<file path="src/rtl/card_session_pkg.sv">
package card_session_pkg;

  typedef enum logic [3:0] {
    ST_IDLE,
    ST_PWR,
    ST_IORX,
    ST_HOLD,
    ST_ATRW,
    ST_ACTIVE,
    ST_DRST,
    ST_DCLK,
    ST_DIO
  } seqState_t;

  // strobes from control to datapath
  typedef struct packed {
    logic cntClr;
    logic vccOn;
    logic vccOff;
    logic ioOn;
    logic ioOff;
    logic clkOn;
    logic clkOff;
    logic rstHi;
    logic rstLo;
  } pinStrobe_t;

  // counter compare results back to control
  typedef struct packed {
    logic gapDone;
    logic holdDone;
    logic atrEarly;
    logic atrLast;
  } cntFlags_t;

endpackage

</file>
<file path="src/rtl/card_session_dp.sv">
module card_session_dp
  import card_session_pkg::*;
#(
  parameter int RST_HOLD_CYC = 40000,
  parameter int ATR_MIN_CYC  = 400,
  parameter int ATR_MAX_CYC  = 40000,
  parameter int STEP_GAP_CYC = 1
) (
  input  logic       clk,
  input  logic       rstN,
  input  pinStrobe_t stb,
  output cntFlags_t  flg,
  output logic       vccEn,
  output logic       ioRxEn,
  output logic       clkEn,
  output logic       rstLevel
);

  localparam int NPIN    = 4;
  localparam int TOP_A   = (RST_HOLD_CYC > ATR_MAX_CYC) ? RST_HOLD_CYC : ATR_MAX_CYC;
  localparam int CNT_TOP = (TOP_A > STEP_GAP_CYC) ? TOP_A : STEP_GAP_CYC;
  localparam int CNT_W   = $clog2(CNT_TOP + 1);

  localparam logic [CNT_W-1:0] GAP_LAST  = CNT_W'(STEP_GAP_CYC - 1);
  localparam logic [CNT_W-1:0] HOLD_LAST = CNT_W'(RST_HOLD_CYC - 1);
  localparam logic [CNT_W-1:0] ATR_LO    = CNT_W'(ATR_MIN_CYC);
  localparam logic [CNT_W-1:0] ATR_LAST  = CNT_W'(ATR_MAX_CYC - 1);
  localparam logic [CNT_W-1:0] CNT_SAT   = {CNT_W{1'b1}};

  logic [CNT_W-1:0] cnt;
  logic [NPIN-1:0]  pinSet, pinClr, pinQ;

  // cycle counter, cleared on every state change
  always_ff @(posedge clk or negedge rstN) begin
    if (!rstN)               cnt <= '0;
    else if (stb.cntClr)     cnt <= '0;
    else if (cnt != CNT_SAT) cnt <= cnt + 1'b1;
  end

  assign flg.gapDone  = (cnt == GAP_LAST);
  assign flg.holdDone = (cnt == HOLD_LAST);
  assign flg.atrEarly = (cnt < ATR_LO);
  assign flg.atrLast  = (cnt == ATR_LAST);

  // contact registers: index 0 supply, 1 io, 2 clock, 3 reset
  assign pinSet = {stb.rstHi, stb.clkOn,  stb.ioOn,  stb.vccOn};
  assign pinClr = {stb.rstLo, stb.clkOff, stb.ioOff, stb.vccOff};

  always_ff @(posedge clk or negedge rstN) begin
    if (!rstN) begin
      pinQ <= '0;
    end else begin
      for (int i = 0; i < NPIN; i++) begin
        if (pinClr[i])      pinQ[i] <= 1'b0;
        else if (pinSet[i]) pinQ[i] <= 1'b1;
      end
    end
  end

  assign vccEn    = pinQ[0];
  assign ioRxEn   = pinQ[1];
  assign clkEn    = pinQ[2];
  assign rstLevel = pinQ[3];

  AST_CLK_NEEDS_IO: assert property (@(posedge clk) disable iff (!rstN)
    clkEn |-> (ioRxEn && vccEn));

  AST_RST_HI_NEEDS_CLK: assert property (@(posedge clk) disable iff (!rstN)
    rstLevel |-> clkEn);

  AST_VCC_DROPS_LAST: assert property (@(posedge clk) disable iff (!rstN)
    $fell(vccEn) |-> (!clkEn && !ioRxEn && !rstLevel));

  AST_CLK_OFF_AFTER_RST: assert property (@(posedge clk) disable iff (!rstN)
    $fell(clkEn) |-> !rstLevel);

endmodule

</file>
<file path="src/rtl/card_session_ctrl.sv">
module card_session_ctrl
  import card_session_pkg::*;
(
  input  logic       clk,
  input  logic       rstN,
  input  logic       cardPresent,
  input  logic       startReq,
  input  logic       warmReq,
  input  logic       endReq,
  input  logic       atrStart,
  input  cntFlags_t  flg,
  output pinStrobe_t stb,
  output logic       atrWindow,
  output logic       cardMute,
  output logic       ready
);

  seqState_t state, stateNxt;
  logic      retryUsed, retryNxt;
  logic      muteNxt;
  logic      powered;

  assign powered = state inside {ST_PWR, ST_IORX, ST_HOLD, ST_ATRW, ST_ACTIVE};

  always_comb begin
    stateNxt = state;
    retryNxt = retryUsed;
    muteNxt  = cardMute;
    stb      = '0;
    if (powered && (!cardPresent || endReq)) begin
      stateNxt  = ST_DRST;
      stb.rstLo = 1'b1;
    end else begin
      case (state)
        ST_IDLE: if (cardPresent && startReq) begin
          stateNxt  = ST_PWR;
          stb.vccOn = 1'b1;
          retryNxt  = 1'b0;
          muteNxt   = 1'b0;
        end
        ST_PWR: if (flg.gapDone) begin
          stateNxt = ST_IORX;
          stb.ioOn = 1'b1;
        end
        ST_IORX: if (flg.gapDone) begin
          stateNxt  = ST_HOLD;
          stb.clkOn = 1'b1;
        end
        ST_HOLD: if (flg.holdDone) begin
          stateNxt  = ST_ATRW;
          stb.rstHi = 1'b1;
        end
        ST_ATRW: begin
          if (atrStart && !flg.atrEarly) begin
            stateNxt = ST_ACTIVE;
          end else if (atrStart || flg.atrLast) begin
            stb.rstLo = 1'b1;
            if (!retryUsed) begin
              stateNxt = ST_HOLD;
              retryNxt = 1'b1;
            end else begin
              stateNxt = ST_DRST;
              muteNxt  = 1'b1;
            end
          end
        end
        ST_ACTIVE: if (warmReq) begin
          stateNxt  = ST_HOLD;
          stb.rstLo = 1'b1;
        end
        ST_DRST: if (flg.gapDone) begin
          stateNxt   = ST_DCLK;
          stb.clkOff = 1'b1;
        end
        ST_DCLK: if (flg.gapDone) begin
          stateNxt  = ST_DIO;
          stb.ioOff = 1'b1;
        end
        ST_DIO: if (flg.gapDone) begin
          stateNxt   = ST_IDLE;
          stb.vccOff = 1'b1;
        end
        default: stateNxt = ST_IDLE;
      endcase
    end
    stb.cntClr = (stateNxt != state);
  end

  always_ff @(posedge clk or negedge rstN) begin
    if (!rstN) begin
      state     <= ST_IDLE;
      retryUsed <= 1'b0;
      cardMute  <= 1'b0;
    end else begin
      state     <= stateNxt;
      retryUsed <= retryNxt;
      cardMute  <= muteNxt;
    end
  end

  assign atrWindow = (state == ST_ATRW);
  assign ready     = (state == ST_ACTIVE);

  AST_REMOVE_ENDS: assert property (@(posedge clk) disable iff (!rstN)
    (powered && !cardPresent) |=> (state == ST_DRST));

  AST_MUTE_AFTER_RETRY: assert property (@(posedge clk) disable iff (!rstN)
    $rose(cardMute) |-> $past(retryUsed));

  AST_MUTE_NOT_READY: assert property (@(posedge clk) disable iff (!rstN)
    cardMute |-> !ready);

endmodule

</file>
<file path="src/rtl/card_session_seq.sv">
module card_session_seq
  import card_session_pkg::*;
#(
  parameter int RST_HOLD_CYC = 40000,
  parameter int ATR_MIN_CYC  = 400,
  parameter int ATR_MAX_CYC  = 40000,
  parameter int STEP_GAP_CYC = 1
) (
  input  logic clk,
  input  logic rstN,
  input  logic cardPresent,
  input  logic startReq,
  input  logic warmReq,
  input  logic endReq,
  input  logic atrStart,
  output logic vccEn,
  output logic clkEn,
  output logic cardRst,
  output logic ioRxEn,
  output logic atrWindow,
  output logic cardMute,
  output logic ready
);

  pinStrobe_t stb;
  cntFlags_t  flg;

  card_session_ctrl u_ctrl (
    .clk         (clk),
    .rstN        (rstN),
    .cardPresent (cardPresent),
    .startReq    (startReq),
    .warmReq     (warmReq),
    .endReq      (endReq),
    .atrStart    (atrStart),
    .flg         (flg),
    .stb         (stb),
    .atrWindow   (atrWindow),
    .cardMute    (cardMute),
    .ready       (ready)
  );

  card_session_dp #(
    .RST_HOLD_CYC (RST_HOLD_CYC),
    .ATR_MIN_CYC  (ATR_MIN_CYC),
    .ATR_MAX_CYC  (ATR_MAX_CYC),
    .STEP_GAP_CYC (STEP_GAP_CYC)
  ) u_dp (
    .clk      (clk),
    .rstN     (rstN),
    .stb      (stb),
    .flg      (flg),
    .vccEn    (vccEn),
    .ioRxEn   (ioRxEn),
    .clkEn    (clkEn),
    .rstLevel (cardRst)
  );

  AST_READY_PINS: assert property (@(posedge clk) disable iff (!rstN)
    ready |-> (cardRst && clkEn && vccEn && ioRxEn));

  AST_WINDOW_RST_HIGH: assert property (@(posedge clk) disable iff (!rstN)
    atrWindow |-> cardRst);

endmodule

</file>
<file path="config.mk">
export PLATFORM = sky130hd
export DESIGN_NAME = card_session_seq
export DESIGN_NICKNAME = d
export VERILOG_FILES = /design/src/rtl/card_session_pkg.sv /design/src/rtl/card_session_dp.sv /design/src/rtl/card_session_ctrl.sv /design/src/rtl/card_session_seq.sv
export SDC_FILE = /design/constraint.sdc
export NUM_CORES = 1
export LEC_CHECK = 0
export ABC_AREA = 1
export BUFFER_PORTS_ARGS = -buffer_cell sky130_fd_sc_hd__buf_2
export CORE_MARGIN = 2
export CORE_UTILIZATION = 59
export DETAILED_ROUTE_END_ITERATION = 16
export GPL_ROUTABILITY_DRIVEN = 1
export PLACE_DENSITY = 0.79
export SYNTH_ARGS = -nofsm -noshare
export SYNTH_HDL_FRONTEND = slang
export SYNTH_SLANG_ARGS = --single-unit
</file>
<file path="constraint.sdc">
create_clock -name clk -period 2.57 [get_ports clk]
set_input_delay 0.3855 -clock clk [delete_from_list [all_inputs] [get_ports clk]]
set_output_delay 0.3855 -clock clk [all_outputs]
set_load 0.01 [all_outputs]
</file>
# --- Yosys cells after proc, flatten, opt, wreduce, memory -nomap -nowiden ---
# Index checks and enable logic that the tools add are counted.
classes:
  eq_ne: 15
  bitwise_logic: 1
  n_reduce_logical: 18
  n_mux: 47
  n_lt_le_gt_ge: 1
  addsub: 1
op_table:
  columns: ["cell", "n"]
  rows:
  - ["$mux W4", 11]
  - ["$pmux W4 S9", 1]
  - ["$mux W16", 2]
  - ["$mux W1", 28]
  - ["$add A16 B1 Y16 const B", 1]
  - ["$eq A16 B16 Y1 const B", 1]
  - ["$eq A4 B3 Y1 const B", 4]
  - ["$logic_not A16 Y1", 1]
  - ["$lt A16 B9 Y1 const B", 1]
  - ["$ne A16 B16 Y1 const B", 1]
  - ["$reduce_bool A2 Y1", 6]
  - ["$eq A4 B2 Y1 const B", 2]
  - ["$mux W7", 1]
  - ["$ne A2 B1 Y1 const B", 3]
  - ["$pmux W1 S2", 3]
  - ["$reduce_and A6 Y1", 1]
  - ["$reduce_and A5 Y1", 1]
  - ["$reduce_bool A5 Y1", 1]
  - ["$eq A4 B1 Y1 const B", 1]
  - ["$eq A4 B4 Y1 const B", 1]
  - ["$logic_not A4 Y1", 1]
  - ["$ne A4 B4 Y1", 1]
  - ["$logic_and A1 B1 Y1", 3]
  - ["$mux W3", 1]
  - ["4 further kinds", 6]
word_totals:
  ff_bits: 26
  wordCells: 91
  out_inout_bits: 7
  inputBits: 7

# --- Longest topological paths before layout ---
logic_depth:
  word_depth: 8
  ltp_mapped: 15
  mapped_depth_nobuf: 14

# --- Hierarchy ---
# From an unflattened synthesis, not the netlist that was laid out.
hier_totals:
  cells_unflattened: 277
  area_unflattened_um2: 1870.5
by_module_without_submodules:
  columns: ["mod", "cells_each", "area_each_um2", "instances"]
  rows:
  - ["card_session_dp", 171, 1247.4, 1]
  - ["card_session_ctrl", 106, 623.1, 1]

# --- Worst setup path before layout ---
# No wires, ideal clock.
synth_path:
  path_kind: "register -> register"
  start: "reg u_ctrl.state[3]"
  end: "reg u_dp.cnt[5]"
  path_slack_ns: 0.730
  t_arrival_ns: 1.718
  path_stages_with_launch: 14
  synth_period_minus_slack_ns: 1.840
  path_cell_list: "dfrtp_1 inv_1 nand2_1 nor3_1 nand2_1 nand2_1 nor2_1 nand2_1 inv_1 nand4_1 nand2_1 nand3_4 buf_6 nor2_2"
synth_between:
  elab_chain_cells: 6
  word_cells_on_any_way: 26
synth_lines:
  columns: ["item", "line_no", "text"]
  rows:
  - ["start, declared", "card_session_ctrl.sv:18", "seqState_t state, stateNxt;"]
  - ["start signal, assigned", "card_session_ctrl.sv:95", "state <= stateNxt;"]
  - ["$eq A4 B3 Y1 *", null, null]
  - ["named net ready", "card_session_seq.sv:22", "output logic ready"]
  - ["$reduce_bool A5 Y1", "card_session_ctrl.sv:23", "assign powered = state inside {ST_PWR, ST_IORX, ST_HOLD, ST_ATRW, ST_ACTIVE};"]
  - ["$logic_and A1 B1 Y1", "card_session_ctrl.sv:30", "if (powered && (!cardPresent || endReq)) begin"]
  - ["$mux W4 *", "card_session_ctrl.sv:30", null]
  - ["$ne A4 B4 Y1 *", "card_session_ctrl.sv:86", "stb.cntClr = (stateNxt != state);"]
  - ["$mux W16 or $reduce_bool A2 Y1 (tied branches)", null, null]
  - ["end signal, assigned", "card_session_dp.sv:37", "else if (cnt != CNT_SAT) cnt <= cnt + 1'b1;"]
  - ["end, declared", "card_session_dp.sv:30", "logic [CNT_W-1:0] cnt;"]
# Mark *: on every way through the listed nets, which the timed path passes. The rest lies on a longest branch.
# A chain may end at the register's enable or synchronous reset.

# --- Final worst setup path ---
layout_path:
  start: "reg u_dp.cnt[1]"
  end: "reg u_dp.cnt[10]"
layout_between:
  elab_chain_cells: 8
  word_cells_on_any_way: 22
layout_lines:
  columns: ["item", "line_no", "text"]
  rows:
  - ["$lt A16 B9 Y1 or $eq A16 B16 Y1 (tied branches)", "card_session_dp.sv:42, card_session_dp.sv:41, card_session_dp.sv:43", null]
  - ["$logic_not A1 Y1 or $logic_or A1 B1 Y1 (tied branches)", "card_session_ctrl.sv:54, card_session_ctrl.sv:56", null]
  - ["$logic_and A1 B1 Y1 or $mux W4 (tied branches)", "card_session_ctrl.sv:54, card_session_ctrl.sv:56", null]
  - ["$mux W4", "card_session_ctrl.sv:54", "if (atrStart && !flg.atrEarly) begin"]
  - ["$pmux W4 S9", "card_session_ctrl.sv:34", "case (state)"]
  - ["$mux W4", "card_session_ctrl.sv:30", null]
  - ["$ne A4 B4 Y1", "card_session_ctrl.sv:86", null]
  - ["$mux W16 or $reduce_bool A2 Y1 (tied branches)", null, null]
# Several ways; a longest one is shown, not always the timed one. The select of a mux whose other input is x is not followed.

==> results.ini <==
[status]
status=complete, no violations

[sta]
fmax_mhz=455
slew_headroom_pct=60.9
timing.final.crit_share_pct=85.6
fin_hold_ws_ns=0.0306
period_minus_slack_ns=2.20
rsz0062_at_grt=false
setup_viol=0
drv_slew=0
final_hold_viol_count=0
setup_tns_ns=0
tightest_slew_ns=0.587
finClkSkew_ns=0.00282

[clock_network]
htreeDepth=1
tritoncts=done
cts_setup_buffers=0
cts_made_buffers=3
cts_resized=0
clk_latency_ns=0.33
cts_root_buf=clkbuf_4
cts_sinks=26
path_clk_slew_ns=0.15
clockBufferDepth=2
cts_hold_repair.buffers=0

[die]
core_um2=2980
die_w_um=59.4
dieArea_um2=3530
row_count=20
ios=14
die_y_um=59.4
start_util_pct=60.9

[pwr]
p_per_area_nw_per_um2=864
ir_drop_mv=0.630
power.total_uw=1680
p_leak_uw=0.00106

[logic_synthesis]
ys_ff_latch=26
yosysUniqueCellTypes=31
synth_fp_nets=273
postSynthAreaPerCell_um2=6.87
seq_area_frac_synth_pct=35.9
synth.cell_area_um2=1810
synthCells=264
ys_warn_count=0

[grt]
grt_pass1_vias=1508
grt_max_degree=27
antenna_found_initial=0
grtUsageTotal_pct=25.3
grt-ovfl-total=0
grt_first_pass_wirelength_mm=6.84

[detailed_routing]
num_vias=1666
drc=0
dr.pass1.iters=4
dr.first_iter.drc_count=80
via_per_inst=5.34
drtAntennaViolNets=0
avgRoutedWirePerCell_um=12.2
drt_wl_total_mm=3.81

[final_layout]
drive_gt1_share_pct=16.8
layout_commonest_cell=nand2_1
syn2layout_area_growth_pct=7.18
diodes=0
layout_common_cells=nand2_1 (56), inv_1 (41), nor2_1 (39)
final_nets=289

[min_path]
min_path_type=input pin to asynchronous set/reset pin

[critical_path]
crit_arrival_ns=2.46
cp.required_ns=2.84
crit_fanout=16
worst_setup_path_start_kind=flip-flop
worst-setup-path-type=flip-flop to flip-flop
cp-end-kind=flip-flop

[job]
max_cap_viol_count=0

[placement]
io_buffers=13
dp_hpwl_mm=2.93
gp_congestion=0.934

[cell usage after synthesis (all sizes together)]
| library cell | number | area share, % |
|---|---|---|
| a21oi | 3 | 0.83 |
| a22oi | 1 | 0.41 |
| a31oi | 2 | 0.69 |
| and3 | 1 | 0.35 |
| buf | 2 | 0.90 |
| clkbuf | 1 | 0.21 |
| clkinv | 1 | 0.21 |
| dfrtp | 26 | 36 |
| ha | 2 | 1.4 |
| inv | 42 | 8.7 |
| nand2 | 62 | 14 |
| nand3 | 29 | 9.0 |
| nand3b | 1 | 0.41 |
| nand4 | 5 | 1.7 |
| nor2 | 57 | 15 |
| nor3 | 6 | 1.7 |
| o2111ai | 1 | 0.48 |
| o211ai | 1 | 0.41 |
| o21a | 2 | 0.83 |
| o21ai | 11 | 3.0 |
| o22ai | 2 | 0.69 |
| or2 | 2 | 0.69 |
| xor2 | 4 | 1.9 |
[routing by layer]
metal | vias to the layer above | routed length (µm) | global-route usage [%]
met4 | 0 | 43 | 7.47
met1 | 746 | 1870 | 38.0
met2 | 46 | 1730 | 38.6
li1 | 870 | - | -
met5 | - | 0 | 0
met3 | 4 | 170 | 2.18
[cells by family after synthesis]
| group | count (synthesis) | share of synthesized area, % |
|---|---|---|
| buffers and inverters | 46 | 10.0 |
| adder cells (fa/ha/maj) | 2 | 1.38 |
| flip-flops | 26 | 35.9 |
| XOR/XNOR | 4 | 1.93 |
| AO/OA/AOI/OAI | 23 | 7.38 |
| AND/OR/NAND/NOR | 163 | 43.4 |
[metrics by stage]
step	instances	setup slack (ns)	util, %	instance area, µm²
after floorplan	264	0.730	-	1810
after global placement	308	0.514	64.0	1910
after detailed placement	308	0.392	64.0	1910
after CTS	312	0.358	65.3	1940
after global routing	312	0.00833	65.3	1940
final	312	0.371	65.3	1940
[path summary, 6_finish.rpt]
kind	from	cells past startpoint	slack, ns	end
max reg2reg	u_dp.cnt[1]	13	0.37	u_dp.cnt[10]
min reg2reg	u_ctrl.cardMute	2	0.50	u_ctrl.cardMute
min	rstN	1	0.03	u_dp.cnt[4]
max in group asynchronous	rstN	1	2.16	u_ctrl.retryUsed
max	u_dp.cnt[1]	13	0.37	u_dp.cnt[10]
min in group clk	atrStart	3	0.36	u_dp.pinQ[3]
[power breakdown]
part           leakage, µW  switching (µW)  internal [µW]
registers         0.000347            76.4            480
clock network    0.0000210             130           86.8
logic             0.000688             613            292
total              0.00106             819            859
[final cells by class]
class	instances	area (µm²)
Fill cell	274	1030
Tap cell	33	41.3
Multi-Input combinational cell	192	981
Timing Repair Buffer	14	72.6
Sequential cell	26	651
Inverter	43	161
Clock buffer	4	36.3
[critical path: stages (launching register included)]
cell and delay (ns):
dfrtp_1 0.41, ha_1 0.21, nand3_1 0.18, nor2_1 0.16
nand2_1 0.14, nand2_1 0.15, nand2_1 0.07, nand2_1 0.08
nand2_1 0.05, inv_1 0.07, nand4_1 0.08, nand2_1 0.13
nand3_4 0.23, nor2_1 0.17
[registers in the layout (all words and copies together), names as in the netlist]
| register | flops |
|---|---|
| u_dp.cnt | 16 |
| u_dp.pinQ | 4 |
| u_ctrl.state | 4 |
| u_ctrl.cardMute | 1 |
| u_ctrl.retryUsed | 1 |
Power figures use the tool's default switching activity.
